===== src/rtl/pixdump_pkg.sv =====
package pixdump_pkg;
    typedef enum logic [3:0] {
        S_IDLE,
        S_ARM_REQ,
        S_ARM_RSP,
        S_HI_REQ,
        S_HI_RSP,
        S_LO_REQ,
        S_LO_RSP,
        S_OFF_REQ,
        S_OFF_RSP
    } state_e;
endpackage


===== src/rtl/pixdump_cnt.sv =====
module pixdump_cnt #(
    parameter int PIX_COUNT = 256,
    parameter int LIM_W     = 16,
    localparam int IDX_W    = $clog2(PIX_COUNT)
) (
    input  logic             clk,
    input  logic             rst_n,
    input  logic             clr,
    input  logic             pix_inc,
    input  logic             miss_inc,
    input  logic [LIM_W-1:0] poll_limit,
    output logic [IDX_W-1:0] idx,
    output logic             last_pix,
    output logic             limit_hit
);
    localparam logic [IDX_W-1:0] IDX_LAST = IDX_W'(PIX_COUNT - 1);

    logic [LIM_W-1:0] miss_cnt;
    logic [LIM_W:0]   miss_next;

    assign last_pix  = (idx == IDX_LAST);
    assign miss_next = {1'b0, miss_cnt} + 1'b1;
    assign limit_hit = (poll_limit != '0) && (miss_next >= {1'b0, poll_limit});

    always_ff @(posedge clk) begin
        if (!rst_n || clr) begin
            idx      <= '0;
            miss_cnt <= '0;
        end else begin
            if (pix_inc) begin
                idx      <= last_pix ? '0 : idx + 1'b1;
                miss_cnt <= '0;
            end else if (miss_inc && miss_cnt != '1) begin
                miss_cnt <= miss_cnt + 1'b1;
            end
        end
    end

    AST_IDX_STEP: assert property (@(posedge clk) disable iff (!rst_n)
        (pix_inc && !clr && !last_pix) |=> (idx == IDX_W'($past(idx) + 1'b1)));

    AST_MISS_BOUND: assert property (@(posedge clk) disable iff (!rst_n)
        (poll_limit != '0 && $stable(poll_limit)) |-> (miss_cnt <= poll_limit));
endmodule


===== src/rtl/pixdump_fsm.sv =====
module pixdump_fsm
    import pixdump_pkg::*;
#(
    parameter int              ADDR_W      = 8,
    parameter int              DATA_W      = 8,
    parameter logic [ADDR_W-1:0] CFG_ADDR  = 8'h0A,
    parameter logic [ADDR_W-1:0] UP_ADDR   = 8'h0C,
    parameter logic [ADDR_W-1:0] LO_ADDR   = 8'h0D,
    parameter int              NOSLEEP_BIT = 0,
    parameter int              DUMP_BIT    = 3
) (
    input  logic              clk,
    input  logic              rst_n,
    input  logic              start,
    input  logic              cmd_ready,
    input  logic              rsp_valid,
    input  logic              rsp_invalid,
    input  logic              last_pix,
    input  logic              limit_hit,
    output logic              cmd_valid,
    output logic              cmd_write,
    output logic [ADDR_W-1:0] cmd_addr,
    output logic [DATA_W-1:0] cmd_wdata,
    output logic              clr,
    output logic              pix_inc,
    output logic              miss_inc,
    output logic              done,
    output logic              err
);
    localparam logic [DATA_W-1:0] ARM_VAL =
        DATA_W'((1 << NOSLEEP_BIT) | (1 << DUMP_BIT));

    state_e state, state_nx;
    logic   abort_q;
    logic   lo_hit;

    assign lo_hit = (state == S_LO_RSP) && rsp_valid;

    always_ff @(posedge clk) begin
        if (!rst_n) begin
            state   <= S_IDLE;
            abort_q <= 1'b0;
        end else begin
            state <= state_nx;
            if (state == S_IDLE && start)
                abort_q <= 1'b0;
            else if (lo_hit && rsp_invalid && limit_hit)
                abort_q <= 1'b1;
        end
    end

    always_comb begin
        state_nx = state;
        unique case (state)
            S_IDLE:    if (start)     state_nx = S_ARM_REQ;
            S_ARM_REQ: if (cmd_ready) state_nx = S_ARM_RSP;
            S_ARM_RSP: if (rsp_valid) state_nx = S_HI_REQ;
            S_HI_REQ:  if (cmd_ready) state_nx = S_HI_RSP;
            S_HI_RSP:  if (rsp_valid) state_nx = S_LO_REQ;
            S_LO_REQ:  if (cmd_ready) state_nx = S_LO_RSP;
            S_LO_RSP: begin
                if (rsp_valid) begin
                    if (rsp_invalid)
                        state_nx = limit_hit ? S_OFF_REQ : S_HI_REQ;
                    else
                        state_nx = last_pix ? S_OFF_REQ : S_HI_REQ;
                end
            end
            S_OFF_REQ: if (cmd_ready) state_nx = S_OFF_RSP;
            S_OFF_RSP: if (rsp_valid) state_nx = S_IDLE;
            default:   state_nx = S_IDLE;
        endcase
    end

    always_comb begin
        cmd_valid = 1'b0;
        cmd_write = 1'b0;
        cmd_addr  = '0;
        cmd_wdata = '0;
        unique case (state)
            S_ARM_REQ: begin
                cmd_valid = 1'b1;
                cmd_write = 1'b1;
                cmd_addr  = CFG_ADDR;
                cmd_wdata = ARM_VAL;
            end
            S_HI_REQ: begin
                cmd_valid = 1'b1;
                cmd_addr  = UP_ADDR;
            end
            S_LO_REQ: begin
                cmd_valid = 1'b1;
                cmd_addr  = LO_ADDR;
            end
            S_OFF_REQ: begin
                cmd_valid = 1'b1;
                cmd_write = 1'b1;
                cmd_addr  = CFG_ADDR;
            end
            default: ;
        endcase
        clr      = (state == S_IDLE) && start;
        pix_inc  = lo_hit && !rsp_invalid;
        miss_inc = lo_hit && rsp_invalid;
        done     = (state == S_OFF_RSP) && rsp_valid;
        err      = done && abort_q;
    end

    AST_REQ_HOLD: assert property (@(posedge clk) disable iff (!rst_n)
        (cmd_valid && !cmd_ready) |=>
            (cmd_valid && $stable(cmd_addr) && $stable(cmd_wdata) && $stable(cmd_write)));

    AST_START_IGNORED: assert property (@(posedge clk) disable iff (!rst_n)
        (start && state != S_IDLE && state != S_ARM_REQ) |=> (state != S_ARM_REQ));

    AST_DONE_ONE: assert property (@(posedge clk) disable iff (!rst_n)
        done |=> !done);

    AST_ERR_WITH_DONE: assert property (@(posedge clk) disable iff (!rst_n)
        err |-> done);
endmodule


===== src/rtl/pixdump_seq.sv =====
module pixdump_seq #(
    parameter int              PIX_COUNT   = 256,
    parameter int              ADDR_W      = 8,
    parameter int              DATA_W      = 8,
    parameter int              LIM_W       = 16,
    parameter logic [ADDR_W-1:0] CFG_ADDR  = 8'h0A,
    parameter logic [ADDR_W-1:0] UP_ADDR   = 8'h0C,
    parameter logic [ADDR_W-1:0] LO_ADDR   = 8'h0D,
    parameter int              NOSLEEP_BIT = 0,
    parameter int              DUMP_BIT    = 3,
    localparam int             IDX_W       = $clog2(PIX_COUNT)
) (
    input  logic              clk,
    input  logic              rst_n,
    input  logic              start,
    input  logic [LIM_W-1:0]  poll_limit,
    output logic              cmd_valid,
    input  logic              cmd_ready,
    output logic              cmd_write,
    output logic [ADDR_W-1:0] cmd_addr,
    output logic [DATA_W-1:0] cmd_wdata,
    input  logic              rsp_valid,
    input  logic [DATA_W-1:0] rsp_data,
    output logic              buf_we,
    output logic [IDX_W-1:0]  buf_addr,
    output logic [DATA_W-1:0] buf_wdata,
    output logic              done,
    output logic              err
);
    logic clr, pix_inc, miss_inc, last_pix, limit_hit;

    pixdump_fsm #(
        .ADDR_W(ADDR_W), .DATA_W(DATA_W), .CFG_ADDR(CFG_ADDR),
        .UP_ADDR(UP_ADDR), .LO_ADDR(LO_ADDR),
        .NOSLEEP_BIT(NOSLEEP_BIT), .DUMP_BIT(DUMP_BIT)
    ) u_fsm (
        .clk(clk), .rst_n(rst_n), .start(start),
        .cmd_ready(cmd_ready), .rsp_valid(rsp_valid),
        .rsp_invalid(rsp_data[DATA_W-1]),
        .last_pix(last_pix), .limit_hit(limit_hit),
        .cmd_valid(cmd_valid), .cmd_write(cmd_write),
        .cmd_addr(cmd_addr), .cmd_wdata(cmd_wdata),
        .clr(clr), .pix_inc(pix_inc), .miss_inc(miss_inc),
        .done(done), .err(err)
    );

    pixdump_cnt #(.PIX_COUNT(PIX_COUNT), .LIM_W(LIM_W)) u_cnt (
        .clk(clk), .rst_n(rst_n), .clr(clr),
        .pix_inc(pix_inc), .miss_inc(miss_inc), .poll_limit(poll_limit),
        .idx(buf_addr), .last_pix(last_pix), .limit_hit(limit_hit)
    );

    assign buf_we    = pix_inc;
    assign buf_wdata = rsp_data;

    AST_WE_READY_ONLY: assert property (@(posedge clk) disable iff (!rst_n)
        buf_we |-> (rsp_valid && !rsp_data[DATA_W-1]));

    AST_ONE_OUTSTANDING: assert property (@(posedge clk) disable iff (!rst_n)
        (cmd_valid && cmd_ready) |=> !cmd_valid);
endmodule


===== config.mk =====
export PLATFORM = sky130hd
export DESIGN_NAME = pixdump_seq
export DESIGN_NICKNAME = d
export VERILOG_FILES = /design/src/rtl/pixdump_pkg.sv /design/src/rtl/pixdump_cnt.sv /design/src/rtl/pixdump_fsm.sv /design/src/rtl/pixdump_seq.sv
export SDC_FILE = /design/constraint.sdc
export NUM_CORES = 1
export LEC_CHECK = 0
export ABC_AREA = 1
export CORE_ASPECT_RATIO = 0.7
export CORE_MARGIN = 4
export CORE_UTILIZATION = 39
export DETAILED_ROUTE_END_ITERATION = 12
export PLACE_DENSITY = 0.74
export SYNTH_ARGS = -nofsm -noshare
export SYNTH_HDL_FRONTEND = slang
export SYNTH_SLANG_ARGS = --single-unit

===== constraint.sdc =====
create_clock -name clk -period 2.9 [get_ports clk]
set_input_delay 0.435 -clock clk [delete_from_list [all_inputs] [get_ports clk]]
set_output_delay 0.435 -clock clk [all_outputs]
set_load 0.005 [all_outputs]

== Word-level counts from Yosys, hierarchy flattened ==
Index checks and enable logic that the tools add are counted.
Cells by class
  add/sub/neg operators: 3
  order comparisons: 1
  equal/unequal tests: 19
  mux-type cells: 18
  bitwise gates (word level): 1
  reductions and logical operators: 19
Operator list (count)
  4-bit two-way mux: 11
  4-bit case mux with 9 select lines: 1
  2-bit != test, second input constant: 9
  16-bit by 1-bit adder with 17-bit output, second input constant: 1
  17-bit by 16-bit >= comparator with 1-bit output: 1
  16-bit by 1-bit adder with 16-bit output, second input constant: 1
  4-bit by 3-bit equality test with 1-bit output, second input constant: 4
  16-bit != test, second input constant: 1
  16-bit nonzero test: 1
  4-bit case mux with 3 select lines: 1
  1-bit logical AND: 9
  9-bit AND reduction: 1
  8-bit by 1-bit adder with 8-bit output, second input constant: 1
  4-bit by 2-bit equality test with 1-bit output, second input constant: 2
  8-bit equality test, second input constant: 1
  8-bit two-way mux: 1
  3-bit two-way mux: 2
  2-bit OR reduction: 3
  4-bit by 1-bit equality test with 1-bit output, second input constant: 1
  4-bit equality test, second input constant: 1
  4-bit logical NOT: 1
  4-bit OR reduction: 1
  1-bit logical NOT: 2
  1-bit two-way mux: 2
  other kinds (2): 2
Storage, ports and cells
  register bits: 29
  input bits: 29
  output and inout port bits: 37
  logic and storage cells: 65

== Logic depth before layout (Yosys ltp) ==
  word-level depth: 7
  gate-level depth with buffers: 23
  gate-level depth less buffers: 23

== By module ==
Synthesis repeated with hierarchy kept, for this count alone.
Unflattened totals
  cells, all modules: 401
  area, all modules: 2483.6 um^2
Modules (own cells, without submodules)
  pixdump_cnt: instances 1, cells each 298, area each 1868.0 um^2, sequential area each 480.5 um^2
  pixdump_fsm: instances 1, cells each 95, area each 555.5 um^2, sequential area each 100.1 um^2
  pixdump_seq: instances 1, cells each 8, area each 60.1 um^2, sequential area each 0.0 um^2

== Least setup slack after synthesis ==
No wires, ideal clock.
  path kind: reg2reg
  from: register u_cnt.miss_cnt[2]
  to: register u_fsm.state[2]
  setup time: 0.070 ns
  arrival time: 2.265 ns
  data required time: 2.830 ns
  path slack: 0.565 ns
  stages on the path, launching flop included: 22
  path buffers: 0
  clock period less this slack: 2.335 ns
  cells stage by stage: dfxtp_1 -> nand3_1 -> inv_2 -> nand4_1 -> nor2_2 -> nand3_1 -> nor2_1 -> xnor2_1 -> inv_1 -> ha_1 -> nand2_1 -> inv_1 -> nand2_1 -> nor3_1 -> nand2_1 -> nand2_1 -> nand2_1 -> nand2_1 -> nand2_1 -> nand2_1 -> nand2_1 -> a21oi_1
Between the ends
  cells in the longest elaborated chain, start to end: 7
RTL lines
  start: declaration: line pixdump_cnt.sv:18  | logic [LIM_W-1:0] miss_cnt;
  start signal: assignment: line pixdump_cnt.sv:34  | miss_cnt <= miss_cnt + 1'b1;
  16-bit by 1-bit adder with 17-bit output: line pixdump_cnt.sv:22  | assign miss_next = {1'b0, miss_cnt} + 1'b1;
  named net u_cnt.miss_next[13]: line pixdump_cnt.sv:19  | logic [LIM_W:0] miss_next;
  17-bit by 16-bit >= comparator with 1-bit output: line pixdump_cnt.sv:23  | assign limit_hit = (poll_limit != '0) && (miss_next >= {1'b0, poll_limit});
  1-bit logical AND: line pixdump_cnt.sv:23
  3-bit two-way mux: line pixdump_fsm.sv:64  | state_nx = limit_hit ? S_OFF_REQ : S_HI_REQ;
  4-bit two-way mux: line pixdump_fsm.sv:63  | if (rsp_invalid)
  4-bit two-way mux: line pixdump_fsm.sv:62  | if (rsp_valid) begin
  4-bit case mux with 9 select lines: line pixdump_fsm.sv:54  | unique case (state)
  end signal: assignment: line pixdump_fsm.sv:44  | state <= state_nx;
  end: declaration: line pixdump_fsm.sv:33  | state_e state, state_nx;
The timed path passes the listed nets, and every way through them passes these cells. The select of a mux whose other input is x is not followed.
A chain may end at the register's enable or synchronous reset.

== Final worst setup path ==
Ends and elaborated chain as after synthesis.

==> flow_summary.yaml <==
power:
  power.share.combinational_pct: 33.2
  power_density_mw_per_mm2: 437
  power_frac_clock_pct: 30.3
  ir_drop_uv: 199
  swShare_pct: 33.3
  p_total_w: 0.00123
  p_int_w: 0.000819
  pwr-share-seq_pct: 36.5
  p_sw_w: 0.000409
  leakage_nw: 1.30
floorplan:
  start_util_pct: 40.3
  row_count: 23
  die_h_microns: 72.5
  die_area_sq_mm: 0.00727
  die_w_microns: 100
  boundaryPins: 66
  core_sq_mm: 0.00576
detailed_routing:
  viasPerCell: 4.76
  wl_mm: 5.25
  ant_nets: 0
  drt_pass1_iterations: 4
  drc: 0
  routed-via-count: 2183
  avgRoutedWirePerCell_microns: 11.4
  drt-initial-drc-count: 57
setup_path:
  worstSetupStartpointType: "flop"
  cp_slowest_cell: "dfxtp_2"
  setup.worst_path.end_class: "flop"
  arrival_ps: 2950
  critPathRequiredTime_ps: 3110
  crit_top_cell: "nand2_1"
  path_max_fanout: 5
  slowest_delay_ps: 370
  critical_path.top_delay_family: "simple AND/OR/NAND/NOR gates"
  crit_buf_inv: 3
  criticalPathCategory: "reg -> reg"
  cp_cell_sequence: "nand3_1 -> inv_2 -> nand4_1 -> nor2_4 -> nand3_2 -> nor2_1 -> xnor2_1 -> inv_1 -> ha_1 -> nand2_1 -> inv_1 -> nand2_1 -> nor3_1 -> nand2_1 -> nand2_1 -> nand2_1 -> nand2_1 -> nand2_1 -> nand2_1 -> nand2_1 -> a21oi_1"
placed_design:
  hpwl_mm: 4.29
  place_area_sq_mm: 0.00268
  port_buffers: 41
  place_inst: 450
  globalplace.congestion: 0.914
global_routing:
  track_usage_pct: 14.3
  grt_pass1_wl_mm: 8.54
  antenna_found_initial: 0
  grt_remaining_overflow: 0
  first_global_vias: 1961
  grt_max_degree: 18
synth:
  synth.distinct_cells: 34
  ys_ff_latch: 29
  syn_inst: 348
  yosys_most_used_dff: "dfxtp_1"
  yosysWarnings: 0
  syn_area_per_cell_sq_um: 6.67
  async_flop_share_pct: 0
  seq_area_frac_synth_pct: 25.0
  synth_edf_count: 0
  netlist_area_sq_mm: 0.00232
cells_and_area:
  n_antenna_cell: 0
  final_area_sq_mm: 0.00281
  drive_gt1_share_pct: 9.90
  multi_input_area_sq_mm: 0.00136
  nets: 430
  area_delta_synth_final_pct: 21.2
  fillerInstances: 574
  area.sequential_sq_um: 584
  layout.cells.non_filler: 459
timing:
  fin_crit_ps: 2740
  setup_viol: 0
  fmax_mhz: 366
  maxSlewViolCount: 0
  final_min_period_over_clock_period_pct: 94.3
  finalClockSkew_ps: 5.16
  hold_viol_final: 0
status:
  outcome: "finished, final reports clean"
hold_path:
  hp-class: "reg -> reg"
clock_tree:
  clock_latency_ps: 280
  root_buffer: "clkbuf_8"
  cts_tree: "done"
  htreeDepth: 2
  path_clk_slew_ps: 60
  cts.sinks: 29
  cts_buffer_depth: 2
  cts_buffers: 5
job:
  drv_cap: 0
layout by cell type, fill, tap and decap left out, types with 2 or more instances in the layout:
cell | netlist | routed
a21oi_1 | 23 | 23
clkbuf_8 | 0 | 7
clkdlybuf4s50_1 | 0 | 41
conb_1 | 1 | 10
dfxtp_1 | 29 | 26
dfxtp_2 | 0 | 3
ha_1 | 18 | 18
inv_1 | 58 | 58
inv_2 | 8 | 8
nand2_1 | 53 | 53
nand3_1 | 11 | 10
nand3_2 | 2 | 3
nand4_1 | 7 | 7
nor2_1 | 43 | 43
nor2_2 | 3 | 2
nor2_4 | 3 | 4
nor3_1 | 13 | 12
nor3_2 | 2 | 3
nor3b_1 | 2 | 2
nor4_1 | 6 | 6
o21ai_0 | 18 | 18
o21ai_1 | 2 | 2
xnor2_1 | 3 | 3
xor2_1 | 10 | 10
routing by layer:
layer | wire, microns | share of wire [%] | up-vias | GRT usage (%)
met4 | 57 | 1.1 | 0 | 4.04
met1 | 2480 | 47 | 973 | 18.8
met3 | 246 | 4.7 | 5 | 2.88
met5 | 0 | 0 | - | 0
li1 | - | - | 1156 | -
met2 | 2460 | 47 | 49 | 24.0
synth_stat cells (6+ instances only):
master	instances	share of area (%)
xor2_1	10	3.8
a21oi_1	23	5.0
nor2_1	43	7.0
nand3_1	11	2.4
inv_2	8	1.3
nor4_1	6	1.6
ha_1	18	9.7
inv_1	58	9.4
dfxtp_1	29	25
o21ai_0	18	3.9
buf_4	21	6.8
nor3_1	13	2.8
nand4_1	7	1.9
nand2_1	53	8.6
area by class of cell:
type,instances,area share (%)
Clock inverter,1,0.178
Inverter,67,9.03
Multi-Input combinational cell,238,48.4
Timing Repair Buffer,42,14.9
Clock buffer,7,3.43
Tap cell,75,3.34
Sequential cell,29,20.8
registers in the layout (all words and copies together), names as in the netlist:
signal and count:
u_fsm.abort_q 1, u_cnt.miss_cnt 16, u_fsm.state 4, u_cnt.idx 8
metrics by stage:
step | util, % | setup slack, ps | setup TNS (ps) | hold WS [ps]
after detailed placement | 46.6 | 160 | 0 | 475
after global placement | 46.6 | 255 | 0 | 459
after floorplan | - | 565 | 0 | 437
after CTS | 48.4 | 140 | 0 | 484
final | 48.8 | 165 | 0 | 466
after global routing | 48.8 | -55.7 | -55.7 | 493
worst register-to-register path, stage by stage (launching register included):
cell     delay [ps]
dfxtp_2         370
nand3_1         130
inv_2            80
nand4_1         150
nor2_4          180
nand3_2          90
nor2_1          140
xnor2_1         160
inv_1            80
ha_1            310
nand2_1          50
inv_1            40
nand2_1          70
nor3_1          220
nand2_1          80
nand2_1         100
nand2_1          60
nand2_1          50
nand2_1          50
nand2_1          60
nand2_1          50
a21oi_1         120
worst paths after layout:
check	startpoint	end	slack (ps)	cells after the start
max reg2reg	u_cnt.miss_cnt[2]	u_fsm.state[2]	160	21
max	u_cnt.miss_cnt[2]	u_fsm.state[2]	160	21
min reg2reg	u_cnt.miss_cnt[0]	u_cnt.miss_cnt[0]	470	1
min	u_cnt.miss_cnt[0]	u_cnt.miss_cnt[0]	470	1
power groups by stage:
stage	clock, W	sequential, W	combinational (W)
final	0.000372	0.000448	0.000408
after CTS	0.000380	0.000447	0.000409
after global routing	0.000403	0.000451	0.000454
after global placement	0	0.000455	0.000402
after detailed placement	0	0.000456	0.000406
after floorplan	0	0.000450	0.000269
kinds of logic after synthesis:
kind of cell	Yosys count	synth area share [%]
AOI/OAI and AO/OA	49	11.5
xor gates and xnor gates	13	4.91
adders and majority gates	18	9.71
buffers and inverters	90	18.4
DFF	29	25.0
other	1	0.162
and+or+nand+nor	148	30.3
timing repair:
item | 4_1_cts | 5_1_grt
setup buffers | 0 | 1
resized for setup | 0 | 6
endpoints found under the setup margin | 0 | 1
hold buffers | 0 | 0
Note: power is estimated with default switching activity, not from simulation.
